### config.mk
export PLATFORM = sky130hd
export DESIGN_NAME = psfb_modulator
export DESIGN_NICKNAME = d
export VERILOG_FILES = /design/src/rtl/psfb_pkg.sv /design/src/rtl/psfb_timebase.sv /design/src/rtl/psfb_dt_scale.sv /design/src/rtl/psfb_leg_drive.sv /design/src/rtl/psfb_modulator.sv
export SDC_FILE = /design/constraint.sdc
export NUM_CORES = 1
export LEC_CHECK = 0
export BUFFER_PORTS_ARGS = -buffer_cell sky130_fd_sc_hd__buf_2
export CORE_ASPECT_RATIO = 0.7
export CORE_MARGIN = 5
export CORE_UTILIZATION = 50
export DETAILED_ROUTE_END_ITERATION = 16
export PLACE_DENSITY = 0.67
export SYNTH_ARGS = -nofsm -noshare
export SYNTH_HDL_FRONTEND = slang
export SYNTH_SLANG_ARGS = --single-unit
export TNS_END_PERCENT = 5
### constraint.sdc
create_clock -name clk -period 5.37 [get_ports clk]
set_input_delay 0.537 -clock clk [delete_from_list [all_inputs] [get_ports clk]]
set_output_delay 0.537 -clock clk [all_outputs]
set_load 0.05 [all_outputs]
### src/rtl/psfb_pkg.sv
package psfb_pkg;

   // Delay level at zero load and its upper clamp, in 1/64 V steps.
   localparam int unsigned VDEL_ZERO = 32;
   localparam int unsigned VDEL_CEIL = 128;

   // Break-before-make sequencer state of one leg.
   typedef enum logic [1:0] {
      LEG_IDLE = 2'd0,
      LEG_GAP  = 2'd1,
      LEG_ON   = 2'd2
   } leg_state_e;

endpackage

### src/rtl/psfb_timebase.sv
module psfb_timebase #(
   parameter int PERIOD = 60,
   parameter int CNT_W  = $clog2(PERIOD)
) (
   input  logic             clk,
   input  logic             rst_n,
   input  logic             en,
   input  logic [CNT_W-1:0] phase_cmd,
   input  logic             ilim,
   output logic             start,
   output logic             strobe,
   output logic             ab_ref,
   output logic             cd_ref
);

   localparam logic [CNT_W-1:0] LAST = CNT_W'(PERIOD - 1);

   logic [CNT_W-1:0] cnt;
   logic [CNT_W-1:0] ph_l;
   logic [CNT_W-1:0] ph_in;
   logic [CNT_W-1:0] ph_eff;
   logic             done;
   logic             done_eff;
   logic             fire;
   logic             ab_next;

   // Command clamp and the values that hold inside the current tick
   always_comb begin
      start    = en && (cnt == '0);
      ph_in    = (phase_cmd > LAST) ? LAST : phase_cmd;
      ph_eff   = start ? ph_in : ph_l;
      done_eff = start ? 1'b0 : done;
      fire     = en && !done_eff && (ilim || (cnt == ph_eff));
      ab_next  = start ? ~ab_ref : ab_ref;
   end

   always_ff @(posedge clk or negedge rst_n) begin
      if (!rst_n) begin
         cnt    <= '0;
         ph_l   <= '0;
         done   <= 1'b0;
         strobe <= 1'b0;
         ab_ref <= 1'b0;
         cd_ref <= 1'b0;
      end else if (!en) begin
         cnt    <= '0;
         ph_l   <= '0;
         done   <= 1'b0;
         strobe <= 1'b0;
         ab_ref <= 1'b0;
         cd_ref <= 1'b0;
      end else begin
         cnt    <= (cnt == LAST) ? '0 : cnt + 1'b1;
         strobe <= start;
         ab_ref <= ab_next;
         done   <= done_eff | fire;
         if (start) ph_l <= ph_in;
         if (fire)  cd_ref <= ab_next;
      end
   end

   // the strobe is one clock wide
   assert_strobe_single_R1: assert property (@(posedge clk) disable iff (!rst_n)
      strobe |=> !strobe);

   // leg A/B swaps only on a cycle start
   assert_ab_on_start_R1: assert property (@(posedge clk) disable iff (!rst_n)
      (en && !start) |=> $stable(ab_ref));

   // leg C/D swaps at most once inside one cycle
   assert_cd_once_R6: assert property (@(posedge clk) disable iff (!rst_n)
      (fire && en) |=> (!fire || start));

   // disabled timebase parks both references low
   assert_idle_refs_R9: assert property (@(posedge clk) disable iff (!rst_n)
      !en |=> (!ab_ref && !cd_ref && !strobe));

endmodule

### src/rtl/psfb_dt_scale.sv
module psfb_dt_scale
   import psfb_pkg::*;
#(
   parameter int DT_W     = 8,
   parameter int CS_W     = 8,
   parameter bit ADAPT_EN = 1'b1
) (
   input  logic            clk,
   input  logic            rst_n,
   input  logic            en,
   input  logic            load,
   input  logic [DT_W-1:0] base,
   input  logic [CS_W-1:0] sense,
   input  logic [CS_W-1:0] adapt,
   output logic [DT_W-1:0] dt
);

   localparam int NUM_W = DT_W + 5;
   localparam int VW    = CS_W + 3;

   logic [DT_W-1:0] dt_next;

   generate
      if (ADAPT_EN) begin : g_adapt
         logic [CS_W-1:0]   diff;
         logic [CS_W+1:0]   tri_d;
         logic [VW-1:0]     vsum;
         logic [7:0]        vdel;
         logic [NUM_W-1:0]  num;

         always_comb begin
            diff    = (sense > adapt) ? (sense - adapt) : '0;
            tri_d   = {1'b0, diff, 1'b0} + {2'b00, diff};
            vsum    = VW'(tri_d >> 2) + VW'(VDEL_ZERO);
            vdel    = (vsum > VW'(VDEL_CEIL)) ? 8'(VDEL_CEIL) : vsum[7:0];
            num     = {base, 5'b00000};
            dt_next = DT_W'(num / {{(NUM_W-8){1'b0}}, vdel});
         end

         // scaling never lengthens the gap beyond its base
         assert_dt_bound_R4: assert property (@(posedge clk) disable iff (!rst_n)
            (load && en) |=> (dt <= $past(base)));

         // no modulation while adapt-set is at or above current sense
         assert_no_modulation_R5: assert property (@(posedge clk) disable iff (!rst_n)
            (load && en && (adapt >= sense)) |=> (dt == $past(base)));
      end else begin : g_fixed
         assign dt_next = base;
      end
   endgenerate

   always_ff @(posedge clk or negedge rst_n) begin
      if (!rst_n)      dt <= '0;
      else if (!en)    dt <= '0;
      else if (load)   dt <= dt_next;
   end

endmodule

### src/rtl/psfb_leg_drive.sv
module psfb_leg_drive
   import psfb_pkg::*;
#(
   parameter int DT_W = 8
) (
   input  logic            clk,
   input  logic            rst_n,
   input  logic            en,
   input  logic            ref_in,
   input  logic [DT_W-1:0] dt,
   output logic            hi,
   output logic            lo
);

   leg_state_e      state;
   logic            r_q;
   logic [DT_W-1:0] cnt;

   always_ff @(posedge clk or negedge rst_n) begin
      if (!rst_n) begin
         state <= LEG_IDLE;
         r_q   <= 1'b0;
         cnt   <= '0;
         hi    <= 1'b0;
         lo    <= 1'b0;
      end else if (!en) begin
         state <= LEG_IDLE;
         r_q   <= 1'b0;
         cnt   <= '0;
         hi    <= 1'b0;
         lo    <= 1'b0;
      end else if (state == LEG_IDLE) begin
         // wait for the first active-high request before driving anything
         if (ref_in) begin
            r_q   <= 1'b1;
            cnt   <= dt;
            state <= LEG_GAP;
         end
      end else if (ref_in != r_q) begin
         r_q   <= ref_in;
         cnt   <= dt;
         state <= LEG_GAP;
         hi    <= 1'b0;
         lo    <= 1'b0;
      end else if (state == LEG_GAP) begin
         if (cnt == '0) begin
            state <= LEG_ON;
            hi    <= r_q;
            lo    <= ~r_q;
         end else begin
            cnt <= cnt - 1'b1;
         end
      end
   end

   // complementary pair never conducts together
   assert_no_overlap_R3: assert property (@(posedge clk) disable iff (!rst_n)
      !(hi && lo));

   // a side may not hand over directly to the other side
   assert_bbm_hi_R3: assert property (@(posedge clk) disable iff (!rst_n)
      hi |=> !lo);

   assert_bbm_lo_R3: assert property (@(posedge clk) disable iff (!rst_n)
      lo |=> !hi);

endmodule

### src/rtl/psfb_modulator.sv
module psfb_modulator #(
   parameter int PERIOD   = 60,
   parameter int DT_W     = 8,
   parameter int CS_W     = 8,
   parameter bit ADAPT_EN = 1'b1,
   localparam int CNT_W   = $clog2(PERIOD)
) (
   input  logic             clk,
   input  logic             rst_n,
   input  logic             en,
   input  logic [CNT_W-1:0] phase_cmd,
   input  logic             ilim,
   input  logic [DT_W-1:0]  dead_ab,
   input  logic [DT_W-1:0]  dead_cd,
   input  logic [CS_W-1:0]  isense,
   input  logic [CS_W-1:0]  adapt_set,
   output logic             out_a,
   output logic             out_b,
   output logic             out_c,
   output logic             out_d,
   output logic             cycle_start
);

   localparam int NLEG = 2;

   generate
      if (PERIOD < 4) begin : g_chk_period
         $error("PERIOD must be at least 4");
      end
      if (DT_W < 4) begin : g_chk_dt
         $error("DT_W must be at least 4");
      end
      if (CS_W < 6) begin : g_chk_cs
         $error("CS_W must be at least 6");
      end
   endgenerate

   logic            start;
   logic            leg_ref [NLEG];
   logic [DT_W-1:0] leg_base [NLEG];
   logic [DT_W-1:0] leg_dt   [NLEG];
   logic            leg_hi   [NLEG];
   logic            leg_lo   [NLEG];

   assign leg_base[0] = dead_ab;
   assign leg_base[1] = dead_cd;

   psfb_timebase #(
      .PERIOD (PERIOD),
      .CNT_W  (CNT_W)
   ) u_timebase (
      .clk       (clk),
      .rst_n     (rst_n),
      .en        (en),
      .phase_cmd (phase_cmd),
      .ilim      (ilim),
      .start     (start),
      .strobe    (cycle_start),
      .ab_ref    (leg_ref[0]),
      .cd_ref    (leg_ref[1])
   );

   generate
      for (genvar i = 0; i < NLEG; i++) begin : g_leg
         psfb_dt_scale #(
            .DT_W     (DT_W),
            .CS_W     (CS_W),
            .ADAPT_EN (ADAPT_EN)
         ) u_scale (
            .clk   (clk),
            .rst_n (rst_n),
            .en    (en),
            .load  (start),
            .base  (leg_base[i]),
            .sense (isense),
            .adapt (adapt_set),
            .dt    (leg_dt[i])
         );

         psfb_leg_drive #(
            .DT_W (DT_W)
         ) u_drive (
            .clk    (clk),
            .rst_n  (rst_n),
            .en     (en),
            .ref_in (leg_ref[i]),
            .dt     (leg_dt[i]),
            .hi     (leg_hi[i]),
            .lo     (leg_lo[i])
         );
      end
   endgenerate

   assign out_a = leg_hi[0];
   assign out_b = leg_lo[0];
   assign out_c = leg_hi[1];
   assign out_d = leg_lo[1];

   // a disabled bridge goes quiet one clock later
   assert_disabled_quiet_R9: assert property (@(posedge clk) disable iff (!rst_n)
      !en |=> (!out_a && !out_b && !out_c && !out_d));

   // leg C/D never swaps without leg A/B having been started
   assert_cd_after_ab_R2: assert property (@(posedge clk) disable iff (!rst_n)
      (!out_a && !out_b && !en) |=> !out_c);

endmodule

==> out/qor.txt <==
status -> finished, violations left
failing checks -> setup timing
reg2reg path depth -> 14
first-pass GRT wire length -> 79100 µm
yosys warns -> 0
HPWL Detailed -> 33300 µm
Final Skew -> 12.2 ps
commonest non-fill, non-tap cell in the layout -> buf_4
Reg clk slew, reported paths -> 50 ps
TritonCTS clock tree -> yes
Synth Instances -> 1626
# IOs -> 47
Die X -> 195 µm
maxcap violations -> 0
final WL -> 53100 µm
Max Fclk -> 0.0391 GHz
endpoints failing hold -> 0
mean routed wirelength per cell -> 20.0 µm
count of different cell masters after synthesis -> 100
clock root buffer -> clkbuf_16
asr flop ratio synth -> 100%
layout cells sized above 1 -> 43.4%
CTS sink cnt -> 58
synth-to-layout area growth -> 61.0%
fin crit share -> 476%
Slew @ Worst Pin -> 740 ps
remaining antenna violation count after routing -> 0
initial antenna violation count -> 0
Total GRT Usage -> 34.4%
most used flip-flop cell after synthesis -> dfrtp_1
die area -> 27100 µm²
Critical Path RT -> 5560 ps
CP Max Fanout -> 8
EDFF count, synth -> 0
number of H-tree levels -> 3
Detailed Routing Iterations Pass 1 -> 6
crit path kind -> primary input to register
Mapped Nets -> 1842
most used cell, CP -> o21a_1
Synth Register Bits -> 58
Finish-stage setup viols -> 16
final-report max-slew violation count -> 0
Slowest Stage Delay on Critical Path -> 440 ps
Fin Hold WS -> 355 ps
worst path arrival time -> 25760 ps
PnR worst setup slack -> -20200 ps
Mapped Area -> 11900 µm²
pre-CTS setup slack -> -20420 ps
Fill cells -> 1430
syn_area_per_cell -> 7.33 µm²
largest net degree at the start of global routing -> 59
RSZ-0062 raised after global routing -> yes
Final nets -> 2542
commonest non-fill, non-tap cells in the layout -> 668 x buf_4, 170 x nor2_1, 145 x ha_1
DRT iter0 DRCs -> 1786
maximum clock path buffer count -> 2
ranking of synthesized cells by area -> ha_1 18%, dfrtp_1 12%, nor2_1 6.0%
Setup crit start kind -> primary input
DRC Markers -> 0
number of global-route vias before repair -> 16200
Die Y -> 139 µm
Worst setup EP type -> register
grt ovf -> 0
vias -> 16500
relative slew slack -> 50.7%
row count -> 47
clk_lat worst skew -> 330 ps
Avg Vias per Cell -> 6.22
CTS buffer count -> 9
IO buf count -> 46
Final min period -> 25570 ps
leading area contributor after synthesis -> ha_1
slowest CP cell -> or3_4
Initial Util -> 50.6%
Synth top area share -> 17.9%
worst hold path class -> primary input to asynchronous set/reset pin
total core area -> 23500 µm²
register area share after synthesis -> 12.2%
gpl congestion -> 1.01
critical path, delay by kind of cell:
kind	cells	cell delay [ps]
fa+ha+maj	18	4410
mux	5	1370
buf+inv	14	1870
simple gates	37	6010
compound gates	67	11360
xor+xnor	1	150
path summary, 6_finish.rpt:
check / start / to / slack, ps
max: isense[0] / g_leg[1].u_scale.dt[0] / -20200
min: rst_n / g_leg[1].u_drive.lo / 360
max reg2reg: u_timebase.cnt[0] / u_timebase.cd_ref / 2290
min reg2reg: u_timebase.cnt[0] / u_timebase.cnt[0] / 490
max in group asynchronous: rst_n / u_timebase.cnt[3] / 4510
min in group clk: phase_cmd[3] / u_timebase.ph_l[3] / 470
area by class of cell:
cell class              count  area [µm²]  share of cell area (%)
clock buffers              14         274                    1.43
repair buffers            737        5600                    29.2
diodes                      1        2.50                  0.0130
flip-flops and latches     58        1450                    7.57
clock inverters             2        10.0                  0.0522
multi-input cells        1438       11100                    58.0
well taps                 318         398                    2.07
inverters                  82         318                    1.66
through the flow:
step / setup TNS (ps) / cell area, µm² / cells / utilization, %
6_report: -208020 / 19200 / 2650 / 81.5
5_1_grt: -219580 / 19200 / 2649 / 81.5
4_1_cts: -190140 / 18800 / 2621 / 79.8
3_5_place_dp: -211390 / 16900 / 2475 / 71.7
3_3_place_gp: -202040 / 16900 / 2475 / 71.7
2_1_floorplan: -205700 / 12500 / 1626 / -
kinds of logic (layout without fill, tap and decap cells):
family	count (synthesis)	count (layout)	share of synthesized area, %
buffers and inverters	130	835	4.38
adders and majority gates	174	174	18.5
muxes	66	66	6.00
and+or+nand+nor	587	587	23.5
AOI/OAI and AO/OA	535	535	29.8
xor gates and xnor gates	76	76	5.59
other	0	1	0
DFF	58	58	12.2
registers in the layout, indices dropped and copies added (netlist names):
register	flops
u_timebase.done	1
g_leg.u_drive.lo	2
u_timebase.ab_ref	1
g_leg.u_drive.hi	2
u_timebase.cd_ref	1
u_timebase.strobe	1
g_leg.u_drive.cnt	16
u_timebase.ph_l	6
g_leg.u_drive.r_q	2
g_leg.u_scale.dt	16
g_leg.u_drive.state	4
u_timebase.cnt	6
metal layers:
metal  track usage, %  vias up  share of wire (%)  routed length, µm
met2             55.6     1053                 44              23200
met4             12.9        0                6.3               3330
met1             45.9     7655                 40              21400
li1                 -     7428                  -                  -
met5                0        -                  0                  0
met3             6.51      360                9.8               5200
synth_stat cells, types with 7 or more instances:
library cell    n
nor2_1        191
ha_1          170
nand2_1       136
o21ai_0       132
a21oi_1       125
inv_1          80
nor3_1         75
dfrtp_1        58
xnor2_1        55
o21a_1         48
nand3_1        40
mux2_2         36
a21o_1         35
clkbuf_1       35
nand2b_1       32
mux2i_1        28
a31oi_1        26
a211oi_1       25
xor2_1         21
o31ai_1        16
or3_1          15
or2_2          14
nor2b_1        13
and2_1         12
nand4_1        11
and3_1         10
o21ai_1        10
o21bai_1       10
o2111ai_1       9
a22o_1          7
what timing repair did:
item	CTS	global route
pin swaps	127	57
gates resized for setup	129	52
buffers inserted	128	28
hold buffers	0	0
gates cloned	2	0
endpoints found under the setup margin	16	16
Power is left out: the tool's default activity adds up to more than one toggle a clock period on the data nets, which glitch-free logic cannot reach.
